File: src/rtl/rdc_pkg.sv
// Package: shared constants for the two-depth reset sequencer.
// Assumes the cause order below is also the bit order of the cause flags.
package rdc_pkg;
    localparam int NUM_CAUSES  = 6;
    localparam int NUM_SOFT    = 4;
    localparam int IDX_SUPPLY  = 0;
    localparam int IDX_PIN     = 1;
    localparam int IDX_WDT_OVF = 2;
    localparam int IDX_WDT_KEY = 3;
    localparam int IDX_FL_KEY  = 4;
    localparam int IDX_FETCH   = 5;
    localparam int SOFT_BASE   = IDX_WDT_OVF;

    typedef logic [NUM_CAUSES-1:0] cause_vec_t;
    typedef logic [NUM_SOFT-1:0]   soft_vec_t;
endpackage

File: src/rtl/rdc_pin_sync.sv
// Module: multi-stage synchronizer for an asynchronous level input.
// Assumes the input is a slow level; resets every stage to RESET_VAL.
module rdc_pin_sync #(
    parameter int   STAGES    = 2,
    parameter logic RESET_VAL = 1'b1
) (
    input  logic clk,
    input  logic rst_n,
    input  logic async_in,
    output logic sync_out
);
    logic [STAGES-1:0] chain;

    // Shift the input through the register chain.
    always_ff @(posedge clk) begin
        if (!rst_n) begin
            chain <= {STAGES{RESET_VAL}};
        end else begin
            chain <= {chain[STAGES-2:0], async_in};
        end
    end

    assign sync_out = chain[STAGES-1];
endmodule

File: src/rtl/rdc_hold_stretch.sv
// Module: holds an active output for HOLD cycles after its request drops.
// Assumes HOLD >= 1. The output is a decode of the counter only, so it has
// no combinational path from the request.
module rdc_hold_stretch #(
    parameter int   HOLD            = 4,
    parameter logic ACTIVE_AT_RESET = 1'b1
) (
    input  logic clk,
    input  logic rst_n,
    input  logic req,
    output logic active
);
    localparam int CW = $clog2(HOLD + 1);
    localparam logic [CW-1:0] FULL = CW'(HOLD);

    logic [CW-1:0] cnt;

    // Reload on a request, otherwise count down to zero.
    always_ff @(posedge clk) begin
        if (!rst_n) begin
            cnt <= ACTIVE_AT_RESET ? FULL : '0;
        end else if (req) begin
            cnt <= FULL;
        end else if (cnt != '0) begin
            cnt <= cnt - CW'(1);
        end
    end

    assign active = (cnt != '0);
endmodule

File: src/rtl/rdc_cause_log.sv
// Module: sticky record of reset causes.
// Assumes a pin-driven deep reset restarts the record and soft causes
// only add bits. The supply bit is set by the synchronous reset.
module rdc_cause_log
    import rdc_pkg::*;
(
    input  logic       clk,
    input  logic       rst_n,
    input  logic       pin_req,
    input  soft_vec_t  soft_req,
    output cause_vec_t flags
);
    cause_vec_t soft_bits;

    // Place the soft causes at their bit positions.
    always_comb begin
        soft_bits = '0;
        for (int i = 0; i < NUM_SOFT; i++) begin
            soft_bits[SOFT_BASE + i] = soft_req[i];
        end
    end

    // Restart on a deep reset, otherwise accumulate soft causes.
    always_ff @(posedge clk) begin
        if (!rst_n) begin
            flags <= cause_vec_t'(1) << IDX_SUPPLY;
        end else if (pin_req) begin
            flags <= cause_vec_t'(1) << IDX_PIN;
        end else begin
            flags <= flags | soft_bits;
        end
    end
endmodule

File: src/rtl/rdc_class_reg.sv
// Module: register with two bit classes. Bits set in CLR_MASK clear on
// either reset depth, and the rest clear only on the deep reset.
// Assumes the writes come from logic that is itself held in reset.
module rdc_class_reg #(
    parameter int             W        = 8,
    parameter logic [W-1:0]   CLR_MASK = 8'h0F
) (
    input  logic         clk,
    input  logic         rst_n,
    input  logic         deep,
    input  logic         shallow,
    input  logic         wr_en,
    input  logic [W-1:0] wr_data,
    output logic [W-1:0] q
);
    // Apply the reset class of each bit, otherwise take the write.
    always_ff @(posedge clk) begin
        if (!rst_n || deep) begin
            q <= '0;
        end else if (shallow) begin
            q <= q & ~CLR_MASK;
        end else if (wr_en) begin
            q <= wr_data;
        end
    end
endmodule

File: src/rtl/reset_depth_ctrl.sv
// Module: two-depth reset sequencer (top).
// rst_n is the supply-good level and acts as the synchronous reset.
// ext_rst_n is asynchronous and is synchronized here. The soft fault
// inputs are synchronous to clk.
module reset_depth_ctrl
    import rdc_pkg::*;
#(
    parameter int              HOLD_CYCLES  = 4,
    parameter int              SYNC_STAGES  = 2,
    parameter int              REG_W        = 8,
    parameter logic [REG_W-1:0] PUC_CLR_MASK = 8'h0F,
    parameter logic [15:0]     VECTOR_ADDR  = 16'hFFFE
) (
    input  logic             clk,
    input  logic             rst_n,
    input  logic             ext_rst_n,
    input  logic             wdt_ovf,
    input  logic             wdt_key_err,
    input  logic             flash_key_err,
    input  logic             bad_fetch,
    input  logic             wr_en,
    input  logic [REG_W-1:0] wr_data,
    output logic             por_o,
    output logic             puc_o,
    output logic             vector_load,
    output logic [15:0]      vector_addr,
    output logic [5:0]       cause_flags,
    output logic [REG_W-1:0] state_reg
);
    logic      pin_sync_n;
    logic      por_req;
    logic      puc_any;
    logic      puc_req;
    logic      puc_prev;
    soft_vec_t soft_req;
    cause_vec_t flags_w;

    // Collect the soft causes in flag-bit order.
    assign soft_req = {bad_fetch, flash_key_err, wdt_key_err, wdt_ovf};
    assign puc_any  = |soft_req;

    rdc_pin_sync #(
        .STAGES    (SYNC_STAGES),
        .RESET_VAL (1'b1)
    ) u_sync (
        .clk      (clk),
        .rst_n    (rst_n),
        .async_in (ext_rst_n),
        .sync_out (pin_sync_n)
    );

    assign por_req = ~pin_sync_n;

    rdc_hold_stretch #(
        .HOLD            (HOLD_CYCLES),
        .ACTIVE_AT_RESET (1'b1)
    ) u_por_hold (
        .clk    (clk),
        .rst_n  (rst_n),
        .req    (por_req),
        .active (por_o)
    );

    // A deep reset, requested or held, always requests the shallow one.
    assign puc_req = puc_any | por_req | por_o;

    rdc_hold_stretch #(
        .HOLD            (HOLD_CYCLES),
        .ACTIVE_AT_RESET (1'b1)
    ) u_puc_hold (
        .clk    (clk),
        .rst_n  (rst_n),
        .req    (puc_req),
        .active (puc_o)
    );

    // Remember last cycle's shallow reset to find its trailing edge.
    always_ff @(posedge clk) begin
        if (!rst_n) begin
            puc_prev <= 1'b1;
        end else begin
            puc_prev <= puc_o;
        end
    end

    assign vector_load = puc_prev & ~puc_o;
    assign vector_addr = VECTOR_ADDR;

    rdc_cause_log u_log (
        .clk      (clk),
        .rst_n    (rst_n),
        .pin_req  (por_req),
        .soft_req (soft_req),
        .flags    (flags_w)
    );

    assign cause_flags = flags_w;

    rdc_class_reg #(
        .W        (REG_W),
        .CLR_MASK (PUC_CLR_MASK)
    ) u_state (
        .clk     (clk),
        .rst_n   (rst_n),
        .deep    (por_o),
        .shallow (puc_o),
        .wr_en   (wr_en),
        .wr_data (wr_data),
        .q       (state_reg)
    );
endmodule

File: config.mk
export PLATFORM = sky130hd
export DESIGN_NAME = reset_depth_ctrl
export DESIGN_NICKNAME = d
export VERILOG_FILES = /design/src/rtl/rdc_pkg.sv /design/src/rtl/rdc_pin_sync.sv /design/src/rtl/rdc_hold_stretch.sv /design/src/rtl/rdc_cause_log.sv /design/src/rtl/rdc_class_reg.sv /design/src/rtl/reset_depth_ctrl.sv
export SDC_FILE = /design/constraint.sdc
export NUM_CORES = 1
export LEC_CHECK = 0
export CAP_MARGIN = 20
export CORE_UTILIZATION = 38
export CTS_BUF_LIST = sky130_fd_sc_hd__clkbuf_8
export DETAILED_ROUTE_END_ITERATION = 8
export MAX_ROUTING_LAYER = met4
export PLACE_DENSITY = 0.88
export SLEW_MARGIN = 20
export SYNTH_ARGS = -nofsm -noshare
export SYNTH_HDL_FRONTEND = slang
export SYNTH_HIERARCHICAL = 1
export SYNTH_SLANG_ARGS = --single-unit
File: constraint.sdc
create_clock -name clk -period 1.9 [get_ports clk]
set_clock_uncertainty 0.05 [all_clocks]
set_input_delay 0.38 -clock clk [delete_from_list [all_inputs] [get_ports clk]]
set_output_delay 0.38 -clock clk [all_outputs]
set_load 0.01 [all_outputs]
== Yosys cells after proc, flatten, opt, wreduce, memory -nomap -nowiden ==
Index checks and enable logic that the tools add are counted.
Storage, ports and cells
  word-level logic and storage cells: 27
  input bits: 16
  register bits after elaboration: 23
Cells by class
  $add $sub $neg: 2
  mux-type cells: 1
  bitwise operators: 7
  reduce and logical (&&, ||, !) cells: 9
Operators with widths (number)
  6-bit OR: 1
  3-bit nonzero test: 2
  3-bit by 1-bit subtractor with 3-bit output, second input constant: 2
  2-bit AND reduction: 2
  2-bit OR reduction: 2
  4-bit OR reduction: 1
  1-bit inverter: 3
  2-bit 2-to-1 mux: 1
  1-bit OR: 2
  1-bit AND: 1
  1-bit zero test: 1
  1-bit logical OR: 1

== Logic depth before layout (Yosys ltp) ==
Gate-level depths: netlist (run 1).
  word-level depth: 4
  mapped depth: 8

== Hierarchy ==
Netlist (run 1), hierarchy kept.
Modules (own cells, without submodules)
  rdc_class_reg: cells each 29, instances 1, area each 326.6 sq um
  rdc_hold_stretch: cells each 16, instances 2, area each 157.7 sq um
  rdc_cause_log: cells each 18, instances 1, area each 180.2 sq um
  reset_depth_ctrl: cells each 24, instances 1, area each 177.7 sq um
  rdc_pin_sync: cells each 4, instances 1, area each 52.6 sq um

== Worst setup path after synthesis (run 1) ==
OpenSTA, ideal clock, no wires.
  path kind: register to register
  start: register u_por_hold.cnt[0]
  end: register u_puc_hold.cnt[2]
  data required time: 1728 ps
  data arrival time: 1797 ps
  setup time: 122 ps
  period minus slack after synthesis: 1969 ps
  slack: -69 ps
  cell stages (with the launch flop): 9
  path buffers: 0
  path through: dfxtp_1 -> inv_1 -> ha_1 -> nand2b_4 -> or4_1 -> or3_1 -> nand2b_1 -> a21oi_1 -> o31ai_1
On the way
  word-level cells in the longest chain between the ends: 3
Ends and longest elaborated chain
  start: declaration: RTL line rdc_hold_stretch.sv:16  | logic [CW-1:0] cnt;
  start signal: assignment: RTL line rdc_hold_stretch.sv:21  | cnt <= ACTIVE_AT_RESET ? FULL : '0;
  start signal: assignment: RTL line rdc_hold_stretch.sv:25  | cnt <= cnt - CW'(1);
  3-bit nonzero test: RTL line rdc_hold_stretch.sv:29  | assign active = (cnt != '0);
  named net por_o: RTL line reset_depth_ctrl.sv:23  | output logic por_o,
  1-bit OR: RTL line reset_depth_ctrl.sv:65  | assign puc_req = puc_any | por_req | por_o;
  named net puc_req: RTL line reset_depth_ctrl.sv:33  | logic puc_req;
  2-bit OR reduction (no source line)
  end signal: assignment: RTL line rdc_hold_stretch.sv:21
  end signal: assignment: RTL line rdc_hold_stretch.sv:25
  end: declaration: RTL line rdc_hold_stretch.sv:16
The timed path passes the listed nets, and every way through them passes these cells.
A chain may end at the register's enable or synchronous reset.

== Worst setup path after layout (run 1) ==
  start: register u_por_hold.cnt[1]
  end: register u_puc_hold.cnt[2]
On the way
  word-level cells in the longest chain between the ends: 3
Ends and longest elaborated chain (RTL line)
  3-bit nonzero test: rdc_hold_stretch.sv:29
  1-bit OR: reset_depth_ctrl.sv:65
  named net puc_req: reset_depth_ctrl.sv:33
  2-bit OR reduction (no source line)
The timed path passes the listed nets, and every way through them passes these cells.

==> flow_summary.ini, run 1 <==
[status]
run_status = finished, final reports clean

[global_route]
grt_first_pass_wirelength_mm = 2.904
grt_most_used_layer = met2
grt_pass1_vias = 704
grt_util_all_layers = 0.1398
antenna_found_initial = 0
gr-total-overflow = 0
use_met3 = 0.02500
gr-usage-met1 = 0.1544
grt_max_degree = 13
groute.layer.met2.usage = 0.2470

[clock_tree]
cts_buffer_depth = 2
cts_hold_repair.buffers = 0
worst_skew_pair.late_latency_ps = 250
cts_inserted_buffers = 3
tritoncts = built
cts.htree.levels = 1
clock_transition_at_the_registers_of_the_reported_paths_ps = 70
clock_tree.root_cell = sky130_fd_sc_hd__clkbuf_8
cts_sinks = 23

[layout]
antenna-diode-count = 0
layout-area-overhead-vs-synth_pct = 38.53
final_cell_mix = sky130_fd_sc_hd__clkdlybuf4s50_1, sky130_fd_sc_hd__dfxtp_1, sky130_fd_sc_hd__nor2_1
layout_commonest_cell = sky130_fd_sc_hd__clkdlybuf4s50_1
finish.cell_count_without_fillers = 178
num-nets-final = 169
drive_above_1_share = 0.1824

[setup_path]
critical_path.top_delay_family = simple AND/OR/NAND/NOR gates
cp_num_buf_inv = 1
worst_path_most_repeated_cell = sky130_fd_sc_hd__nand2b_4
worst-endpoint-required_ps = 1990
cp_slowest_cell = sky130_fd_sc_hd__or4_1
crit_start = u_por_hold/cnt[1]
critical_path.endpoint_type = flip-flop
worst_ep_arrival_time_ps = 1970
critical_path_class = flip-flop to flip-flop
cpPeakStageDelay_ps = 470
worstReg2RegStart = u_por_hold/cnt[1]
crit_path_max_fanout = 3
timing.critical_path.from_type = flip-flop
critical_path.cell_chain = inv_2 -> ha_4 -> nand2b_4 -> or4_1 -> or3_1 -> nand2b_4 -> a21oi_2 -> o31ai_1

[placement]
detailedPlace.worstSlack_ps = -280.4
placed_cells_incl_taps = 171
detail_placement_hpwl_mm = 1.467
gp_routability_congestion = 0.6468
buffer_ports.inserted = 32

[power_and_ir_drop]
cellLeakagePower_nw = 0.6416
design_power_total_mw = 1.143
power.density_cell_area_nw_per_um2 = 783.9
irDropWorstVdd_mv = 0.7587

[floorplanning]
placement_rows = 18
core_region_area_um2 = 2545
io_pins = 49
chip_width_um = 54.62
die_height_um = 54.62
initial_utilization = 0.4135
die_area_um2 = 2983

[timing]
finalHoldWorstSlack_ps = 359.4
finalSetupViolCount = 0
timing.setup.tns_ps = 0
final.min_clock_period_ps = 1875
timing.final.crit_share = 0.9870
finalMaxSlewViolations = 0
timing_hold_violations_final = 0
rsz0062_at_grt = true
max_freq_mhz = 533.2
finalWorstSetupSlack_ps = 24.68

[route]
postRouteAntennaNets = 0
drtPass1Iterations = 4
routed-via-count = 774
detailedRoute.firstIterationViolations = 2
detail_route.wl_per_cell_um = 10.20
drcViolationCount = 0
wl_mm = 1.816
post_drt_via_cell_ratio = 4.348

[synth]
synth_seq_area_share = 0.4376
synthDominantCellAreaShare = 0.4376
synthDistinctLibCells = 21
ys_ff_latch = 23
synthTopCellsByArea = sky130_fd_sc_hd__dfxtp_1, sky130_fd_sc_hd__buf_4, sky130_fd_sc_hd__mux2i_1, sky130_fd_sc_hd__nor2_1, sky130_fd_sc_hd__nand2b_4
post-synth-top-area-cell = sky130_fd_sc_hd__dfxtp_1
number_of_cells_produced_by_synthesis = 107
synth.avg_cell_area_um2 = 9.834
synth_area_um2 = 1052
ys.warnings.count = 6

[job]
max_cap_violations = 0

[worst_hold_path]
min-delay-path-class = flip-flop to flip-flop
min-delay-start = u_sync/chain[0]
## power breakdown
group          internal, mW  switching, mW  total [mW]
registers             0.519         0.0217       0.541
clock network         0.144          0.134       0.277
logic                 0.191          0.133       0.324
total                 0.854          0.289        1.14
## cells by family after synthesis
group,share of synthesized area
muxes,0.07610
DFF,0.4376
buffers and inverters,0.1641
adders and majority gates,0.04756
and+or+nand+nor,0.1914
other,0.007137
xor gates and xnor gates,0.01665
AOI/OAI and AO/OA,0.05944
## Yosys cell counts, drive strengths merged
library cell,count
xnor2,2
nor2b,2
ha,4
or4,1
or3,1
o21a,1
o31ai,2
a211oi,2
o21ai,1
nor2,20
inv,8
buf,18
mux2i,8
dfxtp,23
a21oi,2
nand2b,9
conb,2
or2,1
## registers in the layout, summed over array words and instances, names as in the netlist
| signal | count |
|---|---|
| u_por_hold/cnt | 3 |
| u_log/flags | 6 |
| u_puc_hold/cnt | 3 |
| u_sync/chain | 2 |
| puc_prev | 1 |
| u_state/q | 8 |
## layout make-up
cell class,instances,area (um2)
tap,30,37.54
multi-input combinational,72,498.0
fill,227,1087
inverter,8,30.03
clock buffer,3,41.29
sequential,23,462.9
timing repair buffer,41,384.1
clock inverter,1,3.754
## what timing repair did
action,CTS,global route
resized for setup,6,2
setup buffers,0,3
setup endpoints to repair,4,2
hold endpoints to repair,0,0
pin swaps,0,0
## through the flow
step	cell area [um2]	utilization
2_1_floorplan	1117	-
3_3_place_gp	1378	0.5413
3_5_place_dp	1378	0.5413
4_1_cts	1430	0.5619
5_1_grt	1458	0.5728
6_report	1458	0.5728
## per-layer routing
layer	share of wire	vias up	routed length, um
li1	-	387	-
met1	0.42	348	769
met2	0.51	37	919
met3	0.066	2	120
met4	0.0033	0	6
met5	0	-	0
## final timing paths
path	slack [ps]	endpoint	cells after the start
hold / removal	360	u_sync/chain[1]	1
hold reg to reg	360	u_sync/chain[1]	1
setup reg to reg	20	u_puc_hold/cnt[2]	8
setup / recovery	20	u_puc_hold/cnt[2]	8
No activity file was read; power rests on OpenSTA's default activity.
==> inputs of run 2 (changes only) <==
--- a/config.mk
+++ b/config.mk
@@ -6,11 +6,11 @@
 export NUM_CORES = 1
 export LEC_CHECK = 0
 export CAP_MARGIN = 20
-export CORE_UTILIZATION = 38
+export CORE_UTILIZATION = 25
 export CTS_BUF_LIST = sky130_fd_sc_hd__clkbuf_8
 export DETAILED_ROUTE_END_ITERATION = 8
 export MAX_ROUTING_LAYER = met4
-export PLACE_DENSITY = 0.88
+export PLACE_DENSITY = 0.65
 export SLEW_MARGIN = 20
 export SYNTH_ARGS = -nofsm -noshare
 export SYNTH_HDL_FRONTEND = slang
==> run 2 against run 1 <==
Power rose by 1.5%. Global-route usage down 5.4 points. Sequential cell count unchanged. Setup slack worse by 24 ps. Critical endpoint unchanged. Via count down 3.0%. Clock-buffer cell count unchanged. First-iteration DRC count grew to 5.5 times the previous value.
==> flow_summary.ini, run 2 (synthesized netlist as in run 1, its figures left out) <==
[layout]
antenna-diode-count = 0
layout-area-overhead-vs-synth_pct = 40.55
postLayoutCellArea_um2 = 1479
regMostFlops = u_state/q
largest_register_ffs = 8
final_cell_mix = sky130_fd_sc_hd__clkdlybuf4s50_1, sky130_fd_sc_hd__dfxtp_1, sky130_fd_sc_hd__nor2_1
drive_above_1_share = 0.1837
fillerInstances = 425
largest_registers = u_state/q: 8 flops, u_log/flags: 6 flops
layout_commonest_cell = sky130_fd_sc_hd__clkdlybuf4s50_1
num-nets-final = 168

[placement]
post_dp_cell_area_um2 = 1410
buffer_ports.inserted = 32
gp_routability_congestion = 0.6537
detail_placement_hpwl_mm = 1.364

[global_route]
grt_max_degree = 15
antenna_found_initial = 0
grt_pass1_vias = 677
grt_first_pass_wirelength_mm = 2.863
gr-total-overflow = 0
grt_util_all_layers = 0.08590

[job]
max_cap_violations = 0

[worst_hold_path]
min-delay-path-class = flip-flop to flip-flop
hold_path_depth = 1

[route]
postRouteAntennaNets = 0
detail_route.wl_per_cell_um = 9.020
drcViolationCount = 0
routed-via-count = 751
post_drt_via_cell_ratio = 3.812
detailedRoute.firstIterationViolations = 11
wl_mm = 1.777
drtPass1Iterations = 4

[setup_path]
worst-r2r-cell-count = 8
timing.critical_path.from_type = flip-flop
setup.worst_path.end = u_puc_hold/cnt[2]
worst-endpoint-required_ps = 2010
critical_path.cell_chain = inv_2 -> ha_4 -> nand2b_4 -> or4_1 -> or3_1 -> nand2b_4 -> a21oi_2 -> o31ai_1
worstReg2RegStart = u_por_hold/cnt[1]
crit_path_max_fanout = 3
worst_path_most_repeated_cell = sky130_fd_sc_hd__nand2b_4
critical_path.endpoint_type = flip-flop
worst_ep_arrival_time_ps = 2000
cpPeakStageDelay_ps = 480
crit_start = u_por_hold/cnt[1]
critical_path_class = flip-flop to flip-flop
cp_slowest_cell = sky130_fd_sc_hd__or4_1
r2r-end = u_puc_hold/cnt[2]
minimum_setup_slack_among_reg_to_reg_paths_ps = 1

[timing]
final.min_clock_period_ps = 1899
max_freq_mhz = 526.6
finalMaxSlewViolations = 0
rsz0062_at_grt = true
finalSetupViolCount = 0
finalHoldWorstSlack_ps = 364.9
timing.setup.tns_ps = 0
timing_hold_violations_final = 0
timing.final.crit_share = 0.9994

[clock_tree]
tritoncts = built
clock_tree.root_cell = sky130_fd_sc_hd__clkbuf_8
cts.htree.levels = 1
worst_skew_pair.late_latency_ps = 260
cts_sinks = 23
cts_buffer_depth = 2
cts_inserted_buffers = 3
clock_transition_at_the_registers_of_the_reported_paths_ps = 80

[power_and_ir_drop]
irDropWorstVdd_mv = 0.6160
power_dissipated_by_switching_net_loads_mw = 0.3104
power.internal_mw = 0.8490
pwr-share-clk = 0.263
seq_power_share = 0.465
cellLeakagePower_nw = 0.6316
pwr-share-comb = 0.272
design_power_total_mw = 1.159
sw_frac_of_total = 0.2677
power.density_cell_area_nw_per_um2 = 784.0

[status]
run_status = finished, final reports clean

[floorplanning]
io_pins = 49
core_region_area_um2 = 4029
initial_utilization = 0.2612
die_height_um = 66.88
chip_width_um = 66.88
die_area_um2 = 4472
placement_rows = 23
-- run 2: changes by cell type in the layout (fill, tap and decap cells not counted), sizes merged --
cell and delta:
inv -1, clkinvlp +1, buf -1
-- run 2: layout make-up --
type | instances | area [um2] | area share
clock buffer | 3 | 41.29 | 0.02792
clock inverter | 1 | 7.507 | 0.005076
inverter | 8 | 30.03 | 0.02030
multi-input combinational | 72 | 498.0 | 0.3367
sequential | 23 | 462.9 | 0.3130
tap | 50 | 62.56 | 0.04230
timing repair buffer | 40 | 376.6 | 0.2547
-- run 2: power groups by stage --
stage               Clock (mW)  Sequential (mW)  Combinational (mW)
floorplan                    0            0.549               0.196
global placement             0            0.547               0.303
detailed placement           0            0.548               0.305
CTS                      0.319            0.539               0.303
global route             0.334            0.545               0.345
finish                   0.305            0.540               0.315
-- run 2: stage by stage --
stage          setup slack [ps]  std cells    util
2_1_floorplan             5.712        121       -
3_3_place_gp             -263.6        192  0.3500
3_5_place_dp             -283.1        192  0.3500
4_1_cts                   6.217        196  0.3649
5_1_grt                  -58.85        197  0.3671
6_report                  1.132        197  0.3671
-- run 2: worst max-delay path: cells and delay by family, from the launching register on --
kind	cells	cell delay [ps]
AOI/OAI and AO/OA	2	180
DFF	1	330
and+or+nand+nor	4	1000
buffers and inverters	1	70
adders and majority gates	1	150
-- run 2: how the worst min path moves through the flow --
stage / startpoint / to / slack (ps)
2_1_floorplan: u_sync/chain[0] / u_sync/chain[1] / 340
3_3_place_gp: u_sync/chain[0] / u_sync/chain[1] / 340
3_5_place_dp: u_sync/chain[0] / u_sync/chain[1] / 350
4_1_cts: u_sync/chain[0] / u_sync/chain[1] / 370
5_1_grt: u_sync/chain[0] / u_sync/chain[1] / 380
6_report: u_sync/chain[0] / u_sync/chain[1] / 360
-- run 2: metal layers --
metal	global-route usage	vias to the layer above	share of wire
li1	-	385	-
met1	0.1070	330	0.47
met2	0.1376	36	0.44
met3	0.03082	0	0.085
met4	0.007979	0	0
met5	-	-	0
-- run 2: repair_timing --
item	4_1_cts	5_1_grt
setup endpoints to repair	5	2
hold buffers	0	0
buffers inserted	0	1
gates resized for setup	7	1
pin swaps	0	0
==> inputs of run 3 (changes only) <==
--- a/config.mk
+++ b/config.mk
@@ -8,6 +8,7 @@
 export CAP_MARGIN = 20
 export CORE_UTILIZATION = 25
 export CTS_BUF_LIST = sky130_fd_sc_hd__clkbuf_8
+export CTS_CLUSTER_SIZE = 25
 export DETAILED_ROUTE_END_ITERATION = 8
 export MAX_ROUTING_LAYER = met4
 export PLACE_DENSITY = 0.65
==> results of run 3 <==
No change in the layout: final DEF, timing and power equal those of run 2.
